--- src/rtl/ptc_pkg.sv ---
package ptc_pkg;

  typedef enum logic [1:0] {
    OP_WFI      = 2'd0,
    OP_SFENCE   = 2'd1,
    OP_HFENCE_V = 2'd2,
    OP_HFENCE_G = 2'd3
  } op_e;

  localparam logic [1:0] PRIV_U = 2'd0;
  localparam logic [1:0] PRIV_S = 2'd1;

  // Decoded execution context.
  typedef struct packed {
    logic is_u;
    logic is_s;
    logic is_m;
    logic virt;
  } ctx_t;

  // Exactly one field is high for any rule outcome.
  typedef struct packed {
    logic illegal;
    logic virt_fault;
    logic proceed;
  } verdict_t;

endpackage

--- src/rtl/ptc_rst_sync.sv ---
module ptc_rst_sync #(
  parameter int STAGES = 2
) (
  input  logic clk,
  input  logic rst_n,
  output logic rst_sync_n
);
  localparam int LAST = STAGES - 1;

  logic [LAST:0] chain_q;

  always_ff @(posedge clk or negedge rst_n) begin
    if (!rst_n) begin
      chain_q <= '0;
    end else begin
      chain_q <= {chain_q[LAST-1:0], 1'b1};
    end
  end

  assign rst_sync_n = chain_q[LAST];
endmodule

--- src/rtl/ptc_ctx_decode.sv ---
module ptc_ctx_decode
  import ptc_pkg::*;
(
  input  logic [1:0] priv_i,
  input  logic       virt_i,
  output ctx_t       ctx_o
);
  always_comb begin
    ctx_o.is_u = (priv_i == PRIV_U);
    ctx_o.is_s = (priv_i == PRIV_S);
    // Reserved code 2 folds into machine mode.
    ctx_o.is_m = priv_i[1];
    ctx_o.virt = virt_i;
  end
endmodule

--- src/rtl/ptc_wfi_rule.sv ---
module ptc_wfi_rule
  import ptc_pkg::*;
(
  input  ctx_t     ctx_i,
  input  logic     s_ext_i,
  input  logic     tw_i,
  input  logic     vtw_i,
  output verdict_t verdict_o
);
  logic timeout_hit;
  logic user_blocked;
  logic guest_hit;

  always_comb begin
    timeout_hit  = tw_i && (ctx_i.is_s || (ctx_i.is_u && !s_ext_i));
    user_blocked = s_ext_i && ctx_i.is_u && !ctx_i.virt;
    guest_hit    = ctx_i.virt && (ctx_i.is_u || (ctx_i.is_s && vtw_i));

    verdict_o.illegal    = timeout_hit || user_blocked;
    verdict_o.virt_fault = !verdict_o.illegal && guest_hit;
    verdict_o.proceed    = !verdict_o.illegal && !guest_hit;
  end
endmodule

--- src/rtl/ptc_sfence_rule.sv ---
module ptc_sfence_rule
  import ptc_pkg::*;
(
  input  ctx_t     ctx_i,
  input  logic     h_ext_i,
  input  logic     tvm_i,
  input  logic     vtvm_i,
  output verdict_t verdict_o
);
  logic guest_hit;

  always_comb begin
    guest_hit            = h_ext_i && ctx_i.virt && vtvm_i;
    verdict_o.illegal    = ctx_i.is_u || (ctx_i.is_s && tvm_i);
    verdict_o.virt_fault = !verdict_o.illegal && guest_hit;
    verdict_o.proceed    = !verdict_o.illegal && !guest_hit;
  end
endmodule

--- src/rtl/ptc_hfence_rule.sv ---
module ptc_hfence_rule
  import ptc_pkg::*;
#(
  parameter bit GUEST_PHYS = 1'b0
) (
  input  ctx_t     ctx_i,
  input  logic     tvm_i,
  output verdict_t verdict_o
);
  logic tvm_block;
  logic host_ok;
  logic guest_s;

  generate
    if (GUEST_PHYS) begin : g_phys
      assign tvm_block = tvm_i && ctx_i.is_s && !ctx_i.virt;
    end else begin : g_virt
      assign tvm_block = 1'b0;
    end
  endgenerate

  always_comb begin
    guest_s              = ctx_i.is_s && ctx_i.virt;
    host_ok              = ctx_i.is_m || (ctx_i.is_s && !ctx_i.virt);
    verdict_o.virt_fault = !tvm_block && guest_s;
    verdict_o.proceed    = !tvm_block && host_ok;
    verdict_o.illegal    = tvm_block || (!guest_s && !host_ok);
  end
endmodule

--- src/rtl/priv_trap_gate.sv ---
module priv_trap_gate
  import ptc_pkg::*;
#(
  parameter int CAUSE_W      = 5,
  parameter int ILLEGAL_CODE = 2,
  parameter int VIRTUAL_CODE = 22,
  parameter int SYNC_STAGES  = 2
) (
  input  logic               clk,
  input  logic               rst_n,
  input  logic               req_valid_i,
  input  logic [1:0]         req_op_i,
  input  logic [1:0]         priv_i,
  input  logic               virt_i,
  input  logic               s_ext_i,
  input  logic               h_ext_i,
  input  logic               m_tw_i,
  input  logic               m_tvm_i,
  input  logic               h_vtw_i,
  input  logic               h_vtvm_i,
  output logic               halt_req_o,
  output logic               flush_req_o,
  output logic               trap_o,
  output logic [CAUSE_W-1:0] trap_cause_o
);
  localparam logic [CAUSE_W-1:0] ILL_C  = CAUSE_W'(ILLEGAL_CODE);
  localparam logic [CAUSE_W-1:0] VIRT_C = CAUSE_W'(VIRTUAL_CODE);
  localparam int NUM_HF = 2;

  logic rst_sync_n;
  ctx_t ctx;
  verdict_t v_wfi, v_sf, v_sel;
  verdict_t v_hf [NUM_HF];
  op_e op;

  logic               halt_d, flush_d, trap_d;
  logic [CAUSE_W-1:0] cause_d;
  logic               halt_q, flush_q, trap_q;
  logic [CAUSE_W-1:0] cause_q;

  ptc_rst_sync #(.STAGES(SYNC_STAGES)) u_rst (
    .clk(clk), .rst_n(rst_n), .rst_sync_n(rst_sync_n)
  );

  ptc_ctx_decode u_ctx (.priv_i(priv_i), .virt_i(virt_i), .ctx_o(ctx));

  ptc_wfi_rule u_wfi (
    .ctx_i(ctx), .s_ext_i(s_ext_i), .tw_i(m_tw_i), .vtw_i(h_vtw_i),
    .verdict_o(v_wfi)
  );

  ptc_sfence_rule u_sf (
    .ctx_i(ctx), .h_ext_i(h_ext_i), .tvm_i(m_tvm_i), .vtvm_i(h_vtvm_i),
    .verdict_o(v_sf)
  );

  // Index 0: guest-virtual fence, index 1: guest-physical fence.
  generate
    for (genvar g = 0; g < NUM_HF; g++) begin : g_hf
      ptc_hfence_rule #(.GUEST_PHYS(g == 1)) u_hf (
        .ctx_i(ctx), .tvm_i(m_tvm_i), .verdict_o(v_hf[g])
      );
    end
  endgenerate

  // Next-state logic.
  always_comb begin
    op = op_e'(req_op_i);
    unique case (op)
      OP_WFI:      v_sel = v_wfi;
      OP_SFENCE:   v_sel = v_sf;
      OP_HFENCE_V: v_sel = v_hf[0];
      default:     v_sel = v_hf[1];
    endcase

    halt_d  = 1'b0;
    flush_d = 1'b0;
    trap_d  = 1'b0;
    cause_d = '0;
    if (req_valid_i) begin
      trap_d  = v_sel.illegal || v_sel.virt_fault;
      halt_d  = v_sel.proceed && (op == OP_WFI);
      flush_d = v_sel.proceed && (op != OP_WFI);
      if (v_sel.illegal) begin
        cause_d = ILL_C;
      end else if (v_sel.virt_fault) begin
        cause_d = VIRT_C;
      end
    end
  end

  // Output registers.
  always_ff @(posedge clk or negedge rst_sync_n) begin
    if (!rst_sync_n) begin
      halt_q  <= 1'b0;
      flush_q <= 1'b0;
      trap_q  <= 1'b0;
      cause_q <= '0;
    end else begin
      halt_q  <= halt_d;
      flush_q <= flush_d;
      trap_q  <= trap_d;
      cause_q <= cause_d;
    end
  end

  assign halt_req_o   = halt_q;
  assign flush_req_o  = flush_q;
  assign trap_o       = trap_q;
  assign trap_cause_o = cause_q;

  a_r10_one_outcome: assert property (@(posedge clk) disable iff (!rst_sync_n)
    req_valid_i |=> $countones({halt_req_o, flush_req_o, trap_o}) == 1);

  a_r10_idle_quiet: assert property (@(posedge clk) disable iff (!rst_sync_n)
    !req_valid_i |=> !halt_req_o && !flush_req_o && !trap_o);

  a_r11_cause_legal: assert property (@(posedge clk) disable iff (!rst_sync_n)
    trap_o |-> (trap_cause_o == ILL_C || trap_cause_o == VIRT_C));

  a_r11_cause_zero: assert property (@(posedge clk) disable iff (!rst_sync_n)
    !trap_o |-> trap_cause_o == '0);

  a_r4_halt_only_wfi: assert property (@(posedge clk) disable iff (!rst_sync_n)
    (req_valid_i && req_op_i != 2'd0) |=> !halt_req_o);

  a_r6_no_flush_on_wfi: assert property (@(posedge clk) disable iff (!rst_sync_n)
    (req_valid_i && req_op_i == 2'd0) |=> !flush_req_o);

  a_r7_machine_fence: assert property (@(posedge clk) disable iff (!rst_sync_n)
    (req_valid_i && req_op_i[1] && priv_i == 2'd3) |=> flush_req_o);

  a_r5_user_sfence: assert property (@(posedge clk) disable iff (!rst_sync_n)
    (req_valid_i && req_op_i == 2'd1 && priv_i == 2'd0) |=>
      trap_o && trap_cause_o == ILL_C);

endmodule

--- config.mk ---
export PLATFORM = sky130hd
export DESIGN_NAME = priv_trap_gate
export DESIGN_NICKNAME = d
export VERILOG_FILES = /design/src/rtl/ptc_pkg.sv /design/src/rtl/ptc_rst_sync.sv /design/src/rtl/ptc_ctx_decode.sv /design/src/rtl/ptc_wfi_rule.sv /design/src/rtl/ptc_sfence_rule.sv /design/src/rtl/ptc_hfence_rule.sv /design/src/rtl/priv_trap_gate.sv
export SDC_FILE = /design/constraint.sdc
export NUM_CORES = 1
export LEC_CHECK = 0
export CAP_MARGIN = 20
export CORE_AREA = 2 2 39 41
export CTS_CLUSTER_DIAMETER = 120
export DETAILED_ROUTE_END_ITERATION = 8
export DIE_AREA = 0 0 41 43
export PLACE_DENSITY = 0.71
export SYNTH_ARGS = -nofsm -noshare
export SYNTH_HDL_FRONTEND = slang
export SYNTH_SLANG_ARGS = --single-unit
export TNS_END_PERCENT = 1
--- constraint.sdc ---
create_clock -name clk -period 0.8 [get_ports clk]
set_input_delay 0.16 -clock clk [delete_from_list [all_inputs] [get_ports clk]]
set_output_delay 0.16 -clock clk [all_outputs]
set_load 0.05 [all_outputs]
==> results.cfg, run 1 <==
[logic_synthesis]
async_reset_ff_share_pct = 100
yosysTopAreaCellShare_pct = 41.8
synth_adder_area_share_pct = 0
synth_top_family_by_area = compound AO/OA/AOI/OAI gates
synth_flop_cell = dfrtp_1
syn_inst = 37
synth_top_area_cell = dfrtp_1
synth_edf_count = 0
seq_area_frac_synth_pct = 41.8
ys_ff_latch = 6
netlist_area_um2 = 359
synth.area.mux_share_pct = 0
synthSimpleGateAreaFrac_pct = 21.6
synth_warnings = 0
avgSynthCellArea_um2 = 9.71
synth-compound-area-share_pct = 25.1
synth_cell_types = 21
synth_xor_xnor_area_share_pct = 0
yosys-top-cells-area = dfrtp_1 42%, buf_4 8.4%, nand2b_1 5.2%, a32oi_1 4.9%, o2111ai_1 4.9%

[floorplan]
fp.coreArea_um2 = 1380
start_util_pct = 25.9
die_w_um = 41
ios = 22
die_area_um2 = 1760
die_y_um = 43
rows = 14

[critical_path]
worstPathRequired_ns = 0.64
cp_num_cells = 1
cp_max_fo = 2
crit_slowest_cell = dfrtp_2
critical_path.top_delay_family = flip-flops
rrSetupSlack_ns = 0.33
start_kind = flop
max_stage_delay_ns = 0.43
cp-end-kind = output port
crit_buf_inv = 1
critPathArrivalTime_ns = 0.83
worstSetupPathType = flop to output port
path_cells = buf_12
reg2reg_depth = 0

[global_routing]
antenna_found_initial = 0
grt_pass1_vias = 404
grt_max_degree = 8
grt.overflow.total = 0
grt_use_total_pct = 14.8
grt_pass1_wl_mm = 1.74

[timing]
hold_violations = 0
fmax_ghz = 1.01
finalClockSkew_ns = 0.00611
timing.final.ws_setup_ns = -0.192
setup_viol = 8
drv_slew = 0
period_minus_slack_ns = 0.992
hold_slack_ns = 0.0478
grt_setup_unrepaired = yes
fin_crit_sh_pct = 124

[place]
io_buffers = 19
post-place-ws_ns = -0.763
gp_congestion = 0.821
dp.cells = 73
dpl.hpwl_um = 712

[clock_tree]
clkSinkCount = 6
clockBufferDepth = 2
htreeDepth = 1
clk_latency_ns = 0.24
numCtsBuffers = 3
ctsRootBufferMaster = clkbuf_4
cts_tree = yes
clk_pin_slew_worst_paths_ns = 0.05
hold_buffers = 0

[min_path]
hold_path.class = flop to asynchronous set/reset pin

[detailed_routing]
routed_via_density = 4.97
drt-total-wl_mm = 1.02
drc = 0
drt_iter0_drc = 3
ant_nets = 0
wl_per_cell_um = 13.1
vias = 388
drt_first_pass_iters = 4

[pwr]
p_per_area_nw_per_um2 = 1380
p_leak_nw = 0.324
power_mw = 0.992
ir_drop_mv = 0.461

[job]
max_cap_viol_count = 0

[layout]
fill_cells = 126
stdcell_count = 78
nets = 77
area_growth_pct = 100
layout-drive-gt1-share_pct = 56.5
n_antenna_cell = 0

[run_status]
violations = setup timing
status = finished, violations left
routing by layer:
| layer | up-vias | part of all wire [%] | global-route usage [%] |
|---|---|---|---|
| li1 | 179 | - | - |
| met1 | 189 | 35 | 17.6 |
| met2 | 18 | 58 | 22.5 |
| met3 | 2 | 5.0 | 4.71 |
| met4 | 0 | 2.1 | 8.00 |
| met5 | - | 0 | 0 |
sequential cells by signal, indices dropped and copies added, names as in the netlist:
signal,cells
halt_req_o,1
u_rst.chain_q,2
flush_req_o,1
trap_cause_o,2
metrics by stage:
stage	TNS, ns	cell area [um^2]	utilization (%)
6_report	-1.17	719	52.0
5_1_grt	-1.54	719	52.0
4_1_cts	-1.53	719	52.0
3_5_place_dp	-2.97	658	47.6
3_3_place_gp	-2.78	658	47.6
2_1_floorplan	-0.273	403	-
path summary, 6_finish.rpt:
check,start,end
hold / removal,u_rst.chain_q[1],halt_req_o
max in group asynchronous,u_rst.chain_q[1],trap_cause_o[2]
min in group clk,priv_i[0],flush_req_o
setup reg to reg,u_rst.chain_q[0],u_rst.chain_q[1]
setup / recovery,trap_cause_o[2],trap_cause_o[4]
hold reg to reg,u_rst.chain_q[1],halt_req_o
power breakdown:
part | switching [mW] | internal, mW | leakage, nW
Sequential | 0.0185 | 0.323 | 0.0738
Clock | 0.104 | 0.189 | 0.0150
Combinational | 0.181 | 0.177 | 0.235
Total | 0.303 | 0.688 | 0.324
layout by cell type, fill, tap and decap left out, types with 3 or more instances in the layout:
cell type / n
buf_12: 7
dfrtp_1: 4
clkbuf_2: 4
buf_4: 4
conb_1: 3
clkbuf_4: 3
dlygate4sd2_1: 3
logic make-up (layout without fill, tap and decap cells):
family / count (synthesis) / in the layout
and+or+nand+nor: 14 / 14
buffers and inverters: 5 / 29
AOI/OAI and AO/OA: 10 / 10
DFF: 6 / 6
other: 2 / 3
area by class of cell:
class / instances / area (um^2) / area share (%)
Timing Repair Buffer: 24 / 268 / 37.2
Inverter: 1 / 3.75 / 0.522
Sequential cell: 6 / 153 / 21.2
Tap cell: 16 / 20.0 / 2.78
Multi-Input combinational cell: 27 / 249 / 34.6
Clock buffer: 4 / 26.3 / 3.65
Yosys cell counts (all sizes together), types with 2 or more instances:
master   count
a32oi        2
nand3        2
nor2         2
buf          4
dfrtp        6
nor2b        2
conb         2
nand2b       3
o2111ai      2
timing repair:
item / 4_1_cts / 5_1_grt
setup buffers: 1 / 0
endpoints found under the setup margin: 10 / 10
pin swaps: 9 / 5
hold endpoints to repair: 0 / 0
gates resized for setup: 30 / 17
Note: power is estimated with default switching activity, not from simulation.
==> run 2, diff against run 1 <==
--- a/config.mk
+++ b/config.mk
@@ -7,7 +7,7 @@
 export LEC_CHECK = 0
 export CAP_MARGIN = 20
 export CORE_AREA = 2 2 39 41
-export CTS_CLUSTER_DIAMETER = 120
+export CTS_CLUSTER_DIAMETER = 50
 export DETAILED_ROUTE_END_ITERATION = 8
 export DIE_AREA = 0 0 41 43
 export PLACE_DENSITY = 0.71
==> results of run 2 <==
No change in the layout: final DEF, timing and power equal those of run 1.
